`src/rtl/irq_frame_pkg.sv`:
```
// Package: shared constants and types for the interrupt frame sequencer.
// Assumes a fixed six-byte frame and a 19-bit program counter.
package irq_frame_pkg;
    localparam int FRAME_BYTES = 6;
    localparam int IDX_W       = 3;
    localparam int PC_W        = 19;
    localparam int PSW_W       = 8;
    localparam int AUX_W       = 16;
    localparam int LVL_W       = 2;
    localparam int MASK_LO     = PSW_W - LVL_W;

    // Frame slot offsets from the frame base.
    localparam int SLOT_PSW  = 0;
    localparam int SLOT_PCL  = 1;
    localparam int SLOT_PCH  = 2;
    localparam int SLOT_PCX  = 3;
    localparam int SLOT_AUXL = 4;
    localparam int SLOT_AUXH = 5;

    // Bit positions inside the mixed PC byte.
    localparam int PCX_PC0  = 7;
    localparam int PCX_PC18 = 1;
    localparam int PCX_PC17 = 0;

    typedef enum logic [2:0] {
        ST_IDLE,
        ST_PUSH,
        ST_PUSH_FIN,
        ST_POP,
        ST_POP_FIN
    } seq_state_t;
endpackage

```
`src/rtl/ifs_ctrl.sv`:
```
// Module: ifs_ctrl
// Sequencing state machine. It steps a slot index down for entry and up for
// return, and keeps a one-cycle-delayed copy of the index to match the memory
// read latency. Assumes strobes are single-cycle and are only honoured when idle.
module ifs_ctrl import irq_frame_pkg::*; (
    input  logic             clk,
    input  logic             rst_n,
    input  logic             accept,
    input  logic             rti,
    output seq_state_t       state_o,
    output logic [IDX_W-1:0] idx_o,
    output logic             start_push_o,
    output logic             finish_push_o,
    output logic             finish_pop_o,
    output logic             cap_valid_o,
    output logic [IDX_W-1:0] cap_idx_o,
    output logic             busy_o,
    output logic             done_o
);
    localparam logic [IDX_W-1:0] IDX_LAST = IDX_W'(FRAME_BYTES - 1);

    seq_state_t       state_q;
    logic [IDX_W-1:0] idx_q;
    logic             done_q;
    logic             cap_valid_q;
    logic [IDX_W-1:0] cap_idx_q;

    // State, slot index, completion pulse and read-capture pipeline.
    always_ff @(posedge clk) begin
        if (!rst_n) begin
            state_q     <= ST_IDLE;
            idx_q       <= '0;
            done_q      <= 1'b0;
            cap_valid_q <= 1'b0;
            cap_idx_q   <= '0;
        end else begin
            done_q      <= (state_q == ST_PUSH_FIN) || (state_q == ST_POP_FIN);
            cap_valid_q <= (state_q == ST_POP);
            cap_idx_q   <= idx_q;
            case (state_q)
                ST_IDLE: begin
                    if (accept) begin
                        state_q <= ST_PUSH;
                        idx_q   <= IDX_LAST;
                    end else if (rti) begin
                        state_q <= ST_POP;
                        idx_q   <= '0;
                    end
                end
                ST_PUSH: begin
                    if (idx_q == '0) state_q <= ST_PUSH_FIN;
                    else             idx_q   <= idx_q - 1'b1;
                end
                ST_PUSH_FIN: state_q <= ST_IDLE;
                ST_POP: begin
                    if (idx_q == IDX_LAST) state_q <= ST_POP_FIN;
                    else                   idx_q   <= idx_q + 1'b1;
                end
                ST_POP_FIN: state_q <= ST_IDLE;
                default:    state_q <= ST_IDLE;
            endcase
        end
    end

    // Decoded strobes for the register file.
    always_comb begin
        state_o       = state_q;
        idx_o         = idx_q;
        start_push_o  = (state_q == ST_IDLE) && accept;
        finish_push_o = (state_q == ST_PUSH_FIN);
        finish_pop_o  = (state_q == ST_POP_FIN);
        cap_valid_o   = cap_valid_q;
        cap_idx_o     = cap_idx_q;
        busy_o        = (state_q != ST_IDLE);
        done_o        = done_q;
    end


    done_pulse_chk: assert property (@(posedge clk) disable iff (!rst_n)
        done_q |=> !done_q);

    done_idle_chk: assert property (@(posedge clk) disable iff (!rst_n)
        done_q |-> (state_q == ST_IDLE));

    push_locked_chk: assert property (@(posedge clk) disable iff (!rst_n)
        (state_q == ST_PUSH) |=> (state_q == ST_PUSH) || (state_q == ST_PUSH_FIN));

    pop_locked_chk: assert property (@(posedge clk) disable iff (!rst_n)
        (state_q == ST_POP) |=> (state_q == ST_POP) || (state_q == ST_POP_FIN));

    accept_wins_chk: assert property (@(posedge clk) disable iff (!rst_n)
        ((state_q == ST_IDLE) && accept && rti) |=> (state_q == ST_PUSH));
endmodule

```
`src/rtl/ifs_pack.sv`:
```
// Module: ifs_pack
// Selects the frame byte that belongs to a slot, from the live registers.
// Assumes the registers do not change while the frame is being written.
module ifs_pack import irq_frame_pkg::*; (
    input  logic [IDX_W-1:0] slot,
    input  logic [PC_W-1:0]  pc,
    input  logic [PSW_W-1:0] psw,
    input  logic [AUX_W-1:0] aux,
    output logic [7:0]       byte_o
);
    // Slot-to-byte mapping; reserved bits of the mixed byte read as zero.
    always_comb begin
        byte_o = 8'h00;
        case (int'(slot))
            SLOT_PSW:  byte_o = psw;
            SLOT_PCL:  byte_o = pc[8:1];
            SLOT_PCH:  byte_o = pc[16:9];
            SLOT_PCX: begin
                byte_o[PCX_PC0]  = pc[0];
                byte_o[PCX_PC18] = pc[18];
                byte_o[PCX_PC17] = pc[17];
            end
            SLOT_AUXL: byte_o = aux[7:0];
            SLOT_AUXH: byte_o = aux[15:8];
            default:   byte_o = 8'h00;
        endcase
    end
endmodule

```
`src/rtl/ifs_unpack.sv`:
```
// Module: ifs_unpack
// Merges one returned frame byte into the register values that come next.
// Assumes cap_slot names the slot whose data is on rdata this cycle.
module ifs_unpack import irq_frame_pkg::*; (
    input  logic             cap_valid,
    input  logic [IDX_W-1:0] cap_slot,
    input  logic [7:0]       rdata,
    input  logic [PC_W-1:0]  pc,
    input  logic [PSW_W-1:0] psw,
    input  logic [AUX_W-1:0] aux,
    output logic [PC_W-1:0]  pc_n,
    output logic [PSW_W-1:0] psw_n,
    output logic [AUX_W-1:0] aux_n
);
    // Default hold; overwrite only the fields that the captured slot carries.
    always_comb begin
        pc_n  = pc;
        psw_n = psw;
        aux_n = aux;
        if (cap_valid) begin
            case (int'(cap_slot))
                SLOT_PSW:  psw_n = rdata;
                SLOT_PCL:  pc_n[8:1] = rdata;
                SLOT_PCH:  pc_n[16:9] = rdata;
                SLOT_PCX: begin
                    pc_n[0]  = rdata[PCX_PC0];
                    pc_n[18] = rdata[PCX_PC18];
                    pc_n[17] = rdata[PCX_PC17];
                end
                SLOT_AUXL: aux_n[7:0] = rdata;
                SLOT_AUXH: aux_n[15:8] = rdata;
                default: ;
            endcase
        end
    end
endmodule

```
`src/rtl/irq_frame_seq.sv`:
```
// Module: irq_frame_seq (top)
// Holds PC, status word, auxiliary register and stack pointer. Saves them as a
// six-byte frame on interrupt entry and restores them on return.
// Assumes a stack memory with single-cycle writes and one-cycle read latency.
module irq_frame_seq import irq_frame_pkg::*; #(
    parameter int             SP_W    = 16,
    parameter logic [SP_W-1:0] SP_INIT = SP_W'(16'h0100)
) (
    input  logic             clk,
    input  logic             rst_n,
    input  logic             accept,
    input  logic [1:0]       level,
    input  logic [18:0]      vector,
    input  logic             rti,
    output logic             busy,
    output logic             done,
    output logic [18:0]      pc,
    output logic [7:0]       psw,
    output logic [15:0]      aux,
    output logic [SP_W-1:0]  sp,
    output logic             mem_we,
    output logic [SP_W-1:0]  mem_addr,
    output logic [7:0]       mem_wdata,
    input  logic [7:0]       mem_rdata
);
    localparam logic [SP_W-1:0] FRAME_SZ = SP_W'(FRAME_BYTES);

    seq_state_t       state;
    logic [IDX_W-1:0] idx, cap_idx;
    logic             start_push, finish_push, finish_pop, cap_valid;
    logic [PC_W-1:0]  pc_q, pc_n, vec_q;
    logic [PSW_W-1:0] psw_q, psw_n;
    logic [AUX_W-1:0] aux_q, aux_n;
    logic [LVL_W-1:0] lvl_q;
    logic [SP_W-1:0]  sp_q;
    logic [7:0]       wbyte;

    ifs_ctrl u_ctrl (
        .clk          (clk),
        .rst_n        (rst_n),
        .accept       (accept),
        .rti          (rti),
        .state_o      (state),
        .idx_o        (idx),
        .start_push_o (start_push),
        .finish_push_o(finish_push),
        .finish_pop_o (finish_pop),
        .cap_valid_o  (cap_valid),
        .cap_idx_o    (cap_idx),
        .busy_o       (busy),
        .done_o       (done)
    );

    ifs_pack u_pack (
        .slot  (idx),
        .pc    (pc_q),
        .psw   (psw_q),
        .aux   (aux_q),
        .byte_o(wbyte)
    );

    ifs_unpack u_unpack (
        .cap_valid(cap_valid),
        .cap_slot (cap_idx),
        .rdata    (mem_rdata),
        .pc       (pc_q),
        .psw      (psw_q),
        .aux      (aux_q),
        .pc_n     (pc_n),
        .psw_n    (psw_n),
        .aux_n    (aux_n)
    );

    // Stack pointer moves and latching of the entry parameters.
    always_ff @(posedge clk) begin
        if (!rst_n) begin
            sp_q  <= SP_INIT;
            vec_q <= '0;
            lvl_q <= '0;
        end else if (start_push) begin
            sp_q  <= sp_q - FRAME_SZ;
            vec_q <= vector;
            lvl_q <= level;
        end else if (finish_pop) begin
            sp_q  <= sp_q + FRAME_SZ;
        end
    end

    // Architectural registers: handler jump at entry end, byte merge on return.
    always_ff @(posedge clk) begin
        if (!rst_n) begin
            pc_q  <= '0;
            psw_q <= '0;
            aux_q <= '0;
        end else if (finish_push) begin
            pc_q                    <= vec_q;
            psw_q[PSW_W-1:MASK_LO]  <= lvl_q;
        end else begin
            pc_q  <= pc_n;
            psw_q <= psw_n;
            aux_q <= aux_n;
        end
    end

    // Memory port and register outputs.
    always_comb begin
        mem_we    = (state == ST_PUSH);
        mem_addr  = sp_q + SP_W'(idx);
        mem_wdata = wbyte;
        pc        = pc_q;
        psw       = psw_q;
        aux       = aux_q;
        sp        = sp_q;
    end


    sp_drop_chk: assert property (@(posedge clk) disable iff (!rst_n)
        start_push |=> (sp_q == $past(sp_q) - FRAME_SZ));

    sp_rise_chk: assert property (@(posedge clk) disable iff (!rst_n)
        finish_pop |=> (sp_q == $past(sp_q) + FRAME_SZ));

    we_busy_chk: assert property (@(posedge clk) disable iff (!rst_n)
        mem_we |-> busy);

    push_order_chk: assert property (@(posedge clk) disable iff (!rst_n)
        (mem_we && $past(mem_we)) |-> (mem_addr == $past(mem_addr) - 1'b1));

    rsvd_zero_chk: assert property (@(posedge clk) disable iff (!rst_n)
        (mem_we && (mem_addr == sp_q + SP_W'(SLOT_PCX))) |-> (mem_wdata[6:2] == 5'd0));

    mask_load_chk: assert property (@(posedge clk) disable iff (!rst_n)
        finish_push |=> (psw_q[PSW_W-1:MASK_LO] == $past(lvl_q)) && (pc_q == $past(vec_q)));
endmodule

```
`config.mk`:
```
export PLATFORM = sky130hd
export DESIGN_NAME = irq_frame_seq
export DESIGN_NICKNAME = d
export VERILOG_FILES = /design/src/rtl/irq_frame_pkg.sv /design/src/rtl/ifs_ctrl.sv /design/src/rtl/ifs_pack.sv /design/src/rtl/ifs_unpack.sv /design/src/rtl/irq_frame_seq.sv
export SDC_FILE = /design/constraint.sdc
export NUM_CORES = 1
export LEC_CHECK = 0
export BUFFER_PORTS_ARGS = -buffer_cell sky130_fd_sc_hd__buf_2
export CORE_UTILIZATION = 58
export CTS_CLUSTER_SIZE = 28
export DETAILED_ROUTE_END_ITERATION = 10
export GPL_ROUTABILITY_DRIVEN = 0
export PLACE_DENSITY_LB_ADDON = 0.2
export SETUP_SLACK_MARGIN = 0.2
export SLEW_MARGIN = 40
export SYNTH_ARGS = -nofsm -noshare
export SYNTH_HDL_FRONTEND = slang
export SYNTH_SLANG_ARGS = --single-unit
```
`constraint.sdc`:
```
create_clock -name clk -period 6.75 [get_ports clk]
set_input_delay 1.0125 -clock clk [delete_from_list [all_inputs] [get_ports clk]]
set_output_delay 1.0125 -clock clk [all_outputs]
set_load 0.01 [all_outputs]
```
## Word level (Yosys, flattened, before mapping)

Cells that the tools add are included.
Widths: inputs -> output; s select.

- Bits in registers: 91
- Output and inout port bits: 86
- Bits of input ports: 33
- Word-level logic and storage cells: 86

- Equality and inequality tests: 19
- Bitwise logic cells: 1
- $add $sub $neg: 5
- Mux-type cells: 24
- Reductions and logical operators: 22

Operators by type and width:

| cell | number |
|---|---|
| $mux 19 | 2 |
| $mux 16 | 2 |
| $mux 8 | 4 |
| $pmux 5 s5 | 1 |
| $mux 3 | 8 |
| $eq 3x2->1 const B | 6 |
| $pmux 3 s3 | 2 |
| $add 16x3->16 | 1 |
| $add 16x3->16 const B | 1 |
| $sub 16x3->16 const B | 1 |
| $eq 3x3->1 const B | 5 |
| $pmux 2 s6 | 1 |
| $reduce_and 3->1 | 4 |
| $reduce_bool 2->1 | 6 |
| $eq 3x1->1 const B | 3 |
| $logic_not 3->1 | 3 |
| $reduce_and 2->1 | 4 |
| $ne 2x2->1 const B | 3 |
| $pmux 1 s6 | 1 |
| $reduce_bool 3->1 | 2 |
| $mux 2 | 2 |
| $reduce_and 4->1 | 1 |
| $add 3x1->3 const B | 1 |
| $ne 3x3->1 const B | 1 |
| other kinds (6) | 6 |

## Depth between registers and ports, before layout

- Depth in word-level cells: 4
- Depth in mapped cells: 10
- Gate-level depth less buffers: 7

## Hierarchy

From an unflattened synthesis, not the netlist that was laid out.

- Cells, all modules: 560
- Area total of the unflattened synthesis: 5492.8 µm²

Modules (own cells, without submodules):

| module | instances | area each (µm²) | seq. area each (µm²) | cells each |
|---|---|---|---|---|
| irq_frame_seq | 1 | 3925.0 | 1581.5 | 402 |
| ifs_unpack | 1 | 581.8 | 0.0 | 52 |
| ifs_ctrl | 1 | 551.8 | 220.2 | 58 |
| ifs_pack | 1 | 434.2 | 0.0 | 48 |

## Worst setup path before layout

OpenSTA, ideal clock, no wires.

- Path type: in2reg
- Start: input port accept
- End: register sp_q[9], in the netlist sp[9]
- Required time: 6678 ps
- Path slack: 3230 ps
- Setup time: 72 ps
- Data arrival time: 3448 ps
- Path buffers: 2
- Stages: 9
- Path through: nor4b_4 > clkbuf_1 > buf_1 > xnor2_1 > ha_1 > or4_1 > or4_1 > a21oi_1 > mux2i_1

- Longest elaborated chain between the ends: 2
- Elaborated cells between the ends (all ways): 3
- Those cells by class: mux: 1; reduce/logical: 2

RTL lines:

| item | line | text |
|---|---|---|
| from (decl) | irq_frame_seq.sv:11 | `input logic accept,` |
| $logic_and 1x1->1 * | ifs_ctrl.sv:69 | `start_push_o = (state_q == ST_IDLE) && accept;` |
| $mux 16 or $reduce_bool 2->1 (tied branches) | -- |  |
| to (signal assigned) | irq_frame_seq.sv:81 | `sp_q <= sp_q - FRAME_SZ;` |
| to (signal assigned) | irq_frame_seq.sv:85 | `sp_q <= sp_q + FRAME_SZ;` |
| to (decl) | irq_frame_seq.sv:35 | `logic [SP_W-1:0] sp_q;` |

Every way passes the cells marked *; elsewhere a longest branch is shown, timed or not.
A chain may end at the register's enable or synchronous reset.

## Worst setup path after layout

- Start: register u_ctrl.idx_q[2], in the netlist u_ctrl.idx_o[2]
- End: output port mem_addr[13]

- Longest elaborated chain between the ends: 1

RTL lines:

| item | line | text |
|---|---|---|
| from (decl) | ifs_ctrl.sv:23 | `logic [IDX_W-1:0] idx_q;` |
| from (signal assigned) | ifs_ctrl.sv:52 | `else idx_q <= idx_q - 1'b1;` |
| from (signal assigned) | ifs_ctrl.sv:57 | `else idx_q <= idx_q + 1'b1;` |
| $add 16x3->16 | irq_frame_seq.sv:108 | `mem_addr = sp_q + SP_W'(idx);` |
| to (decl) | irq_frame_seq.sv:22 | `output logic [SP_W-1:0] mem_addr,` |

No other way between the ends.

==> flow_metrics.py <==
metrics = {
    "worst_setup_path": {
        "crit_family": "flip-flops",
        "cp-startpoint": "u_ctrl.idx_o[2]$_SDFFE_PN0P_",
        "cp-start-kind": "flip-flop",
        "reg2reg_depth": 8,
        "setup.worst_path.end": "mem_addr[13]",
        "worstPathCellList": "inv_1 > fa_1 > nor2b_1 > nand4_1 > xnor2_1 > buf_2",
        "r2r-start": "u_ctrl.state_o[1]$_SDFFE_PN0P_",
        "crit_fanout": 18,
        "rrSetupSlack_ns": 3.78,
        "end_kind": "output port",
        "cpPeakStageDelay_ns": 0.64,
        "critPathSlowestCell": "dfxtp_1",
        "worstPathArrival_ns": 2.83,
        "crit_type": "reg2out",
        "crit_cells": 6,
        "r2r-end": "sp[9]$_SDFFE_PN0P_",
        "cp_num_buf_inv": 2,
        "required_ns": 5.74,
    },
    "clock_tree": {
        "tritoncts": "done",
        "root_buffer": "clkbuf_8",
        "cts.clk_slew.worst_paths_ns": 0.10,
        "cts_setup_buffers": 0,
        "numCtsBuffers": 9,
        "cts-htree-levels": 3,
        "cts-hold-fix-buffers": 0,
        "cts.repair.resized": 0,
        "ctsLongestPathBuffers": 2,
        "cts_sinks": 90,
        "insertion_delay_ns": 0.36,
    },
    "route": {
        "num_vias": 4818,
        "wl_per_cell_um": 17.55,
        "drt-initial-drc-count": 449,
        "drc_errors": 0,
        "viasPerCell": 6.249,
        "antenna_left": 0,
        "routed_wl_mm": 13.53,
        "drt_pre_antenna_iters": 6,
    },
    "yosys": {
        "syn-cell-area_um2": 4870,
        "synthTopCellsByArea": "dfxtp_1, mux2i_1, nand2_1",
        "syn_inst": 580,
        "async_flop_share_pct": 0,
        "yosys.area.top_type_share_pct": 37.00,
        "avgSynthCellArea_um2": 8.396,
        "ys_seq_area_share_pct": 37.00,
        "synth_fp_nets": 623,
        "synth_top_area_cell": "dfxtp_1",
        "synth_seq_cells": 90,
        "synth_edf_count": 0,
        "netlist-cell-type-count": 66,
        "synth_flop_cell": "dfxtp_1",
        "yosysWarnings": 0,
    },
    "timing": {
        "worst_slew_pin_slew_ns": 0.8044,
        "fmax_mhz": 260.4,
        "fin_hold_ws_ns": 0.4617,
        "finalSetupViolations": 0,
        "hold_violations": 0,
        "slew_headroom_pct": 46.38,
        "fin_skew_ns": 0.008156,
        "period_share_pct": 56.90,
        "rsz0062_at_grt": "false",
        "tns_ns": 0,
        "period_needed_ns": 3.841,
        "final_max_slew_viol_count": 0,
    },
    "global_routing": {
        "overflow": 0,
        "grt_util_met3_pct": 4.390,
        "use_met1_pct": 45.17,
        "grt_pass1_vias": 4288,
        "busiest_layer": "met2",
        "track_usage_pct": 30.97,
        "antenna_found_initial": 0,
        "grt_max_degree": 71,
        "grt_pass1_wl_mm": 21.53,
        "use_met2_pct": 46.57,
    },
    "place": {
        "port_buffers": 117,
        "hpwl_mm": 9.318,
    },
    "die": {
        "row_count": 33,
        "coreArea_um2": 8175,
        "dieArea_um2": 8767,
        "die_h_um": 93.63,
        "start_util_pct": 59.57,
        "die_x_um": 93.63,
        "ioPinCount": 119,
    },
    "power": {
        "max-vdd-ir-drop_uv": 244.4,
        "leakagePower_uw": 0.002438,
        "power_density_nw_per_um2": 321.7,
    },
    "run_status": {
        "outcome": "finished, final reports clean",
    },
    "layout": {
        "multi_input_area_um2": 2841,
        "nets": 704,
        "n_antenna_cell": 0,
        "filler_cell_count": 693,
        "synthToLayoutAreaGrowth_pct": 15.52,
        "regArea_um2": 1802,
        "drive_above_1_share_pct": 22.67,
    },
    "worst_hold_path": {
        "min-delay-path-class": "reg2reg",
    },
    "flow_run": {
        "drv_cap": 0,
    },
}
==> cell usage in the layout, fill, tap and decap left out, types with 8 or more instances in the layout <==
master	n
a211oi_1	30
a21oi_1	34
buf_2	117
clkbuf_8	10
dfxtp_1	90
ha_1	9
inv_1	10
mux2i_1	46
nand2_1	73
nand2b_1	9
nand3_1	9
nor2_1	55
nor3_1	9
o21ai_0	11
or3_1	8
or4_1	11
xnor2_1	11
==> worst reg2reg max path: cells and delay by family (launching register included) <==
kind,cells,cell delay (ns)
AND/OR/NAND/NOR,3,1.25
flip-flops,1,0.53
buffers and inverters,1,0.37
adder cells (fa/ha/maj),1,0.27
multiplexers,1,0.19
AO/OA/AOI/OAI,1,0.17
XOR/XNOR,1,0.12
==> per-layer routing <==
layer | wire length [µm] | share of wire [%]
met5 | 0 | 0
met4 | 194 | 1.4
met3 | 1037 | 7.7
met2 | 6149 | 45
met1 | 6152 | 45
==> synth_stat cells (all sizes together) (3+ instances only) <==
master / number
a211o: 3
a211oi: 30
a21oi: 34
a221oi: 5
a222oi: 6
a22oi: 4
a31oi: 4
a32oi: 4
and3: 5
and4: 3
buf: 10
clkbuf: 41
dfxtp: 90
ha: 9
inv: 10
mux2i: 46
nand2: 73
nand2b: 9
nand3: 9
nand4: 6
nor2: 55
nor2b: 3
nor3: 10
nor3b: 3
nor4: 5
nor4b: 3
o211ai: 4
o21a: 7
o21ai: 12
o22ai: 3
or3: 8
or3b: 4
or4: 11
xnor2: 11
xor2: 7
==> sequential cells by signal, summed over array words and instances, names as in the netlist <==
name,cells
psw,8
u_ctrl.cap_valid_o,1
u_ctrl.state_o,3
u_ctrl.done_o,1
pc,19
vec_q,19
aux,16
u_ctrl.cap_idx_o,3
u_ctrl.idx_o,3
lvl_q,2
sp,15
==> metrics by stage <==
step	instance area [µm²]	std cells	total power, µW	util [%]	setup slack, ns
3_5_place_dp	5431	755	1435	66.44	3.288
4_1_cts	5625	771	1801	68.81	2.922
5_1_grt	5625	771	1916	68.81	2.650
3_3_place_gp	5414	755	1411	66.22	3.349
2_1_floorplan	4870	580	1199	-	3.230
6_report	5625	771	1810	68.81	2.909
==> kinds of logic after synthesis <==
kind of cell    Yosys count  share of synthesized area [%]
compound gates          136                          19.71
xor+xnor                 18                          3.237
fa+ha+maj                10                          2.724
buf+inv                  62                          5.139
flops                    90                          37.00
mux                      46                          9.455
other cells               1                        0.07701
simple gates            217                          22.66
==> worst min path at each step <==
stage | from | to | depth (start not counted)
after floorplan | lvl_q[0]$_SDFFE_PN0P_ | lvl_q[0]$_SDFFE_PN0P_ | 2
after global placement | vec_q[5]$_SDFFE_PN0P_ | vec_q[5]$_SDFFE_PN0P_ | 2
after detailed placement | vec_q[6]$_SDFFE_PN0P_ | vec_q[6]$_SDFFE_PN0P_ | 2
after CTS | vec_q[6]$_SDFFE_PN0P_ | vec_q[6]$_SDFFE_PN0P_ | 2
after global routing | lvl_q[1]$_SDFFE_PN0P_ | lvl_q[1]$_SDFFE_PN0P_ | 2
final | vec_q[6]$_SDFFE_PN0P_ | vec_q[6]$_SDFFE_PN0P_ | 2
==> power breakdown <==
group	switching (µW)	internal, µW
logic	415	278
clock network	216	153
registers	137	612
total	767	1040
==> cell type report <==
class	count	area share (%)
clock buffer	10	2.447
clock inverter	6	1.001
tap	105	2.335
sequential	90	32.03
timing repair buffer	121	10.94
multi-input combinational	428	50.51
inverter	11	0.7340
Note: power is estimated with default switching activity, not from simulation.
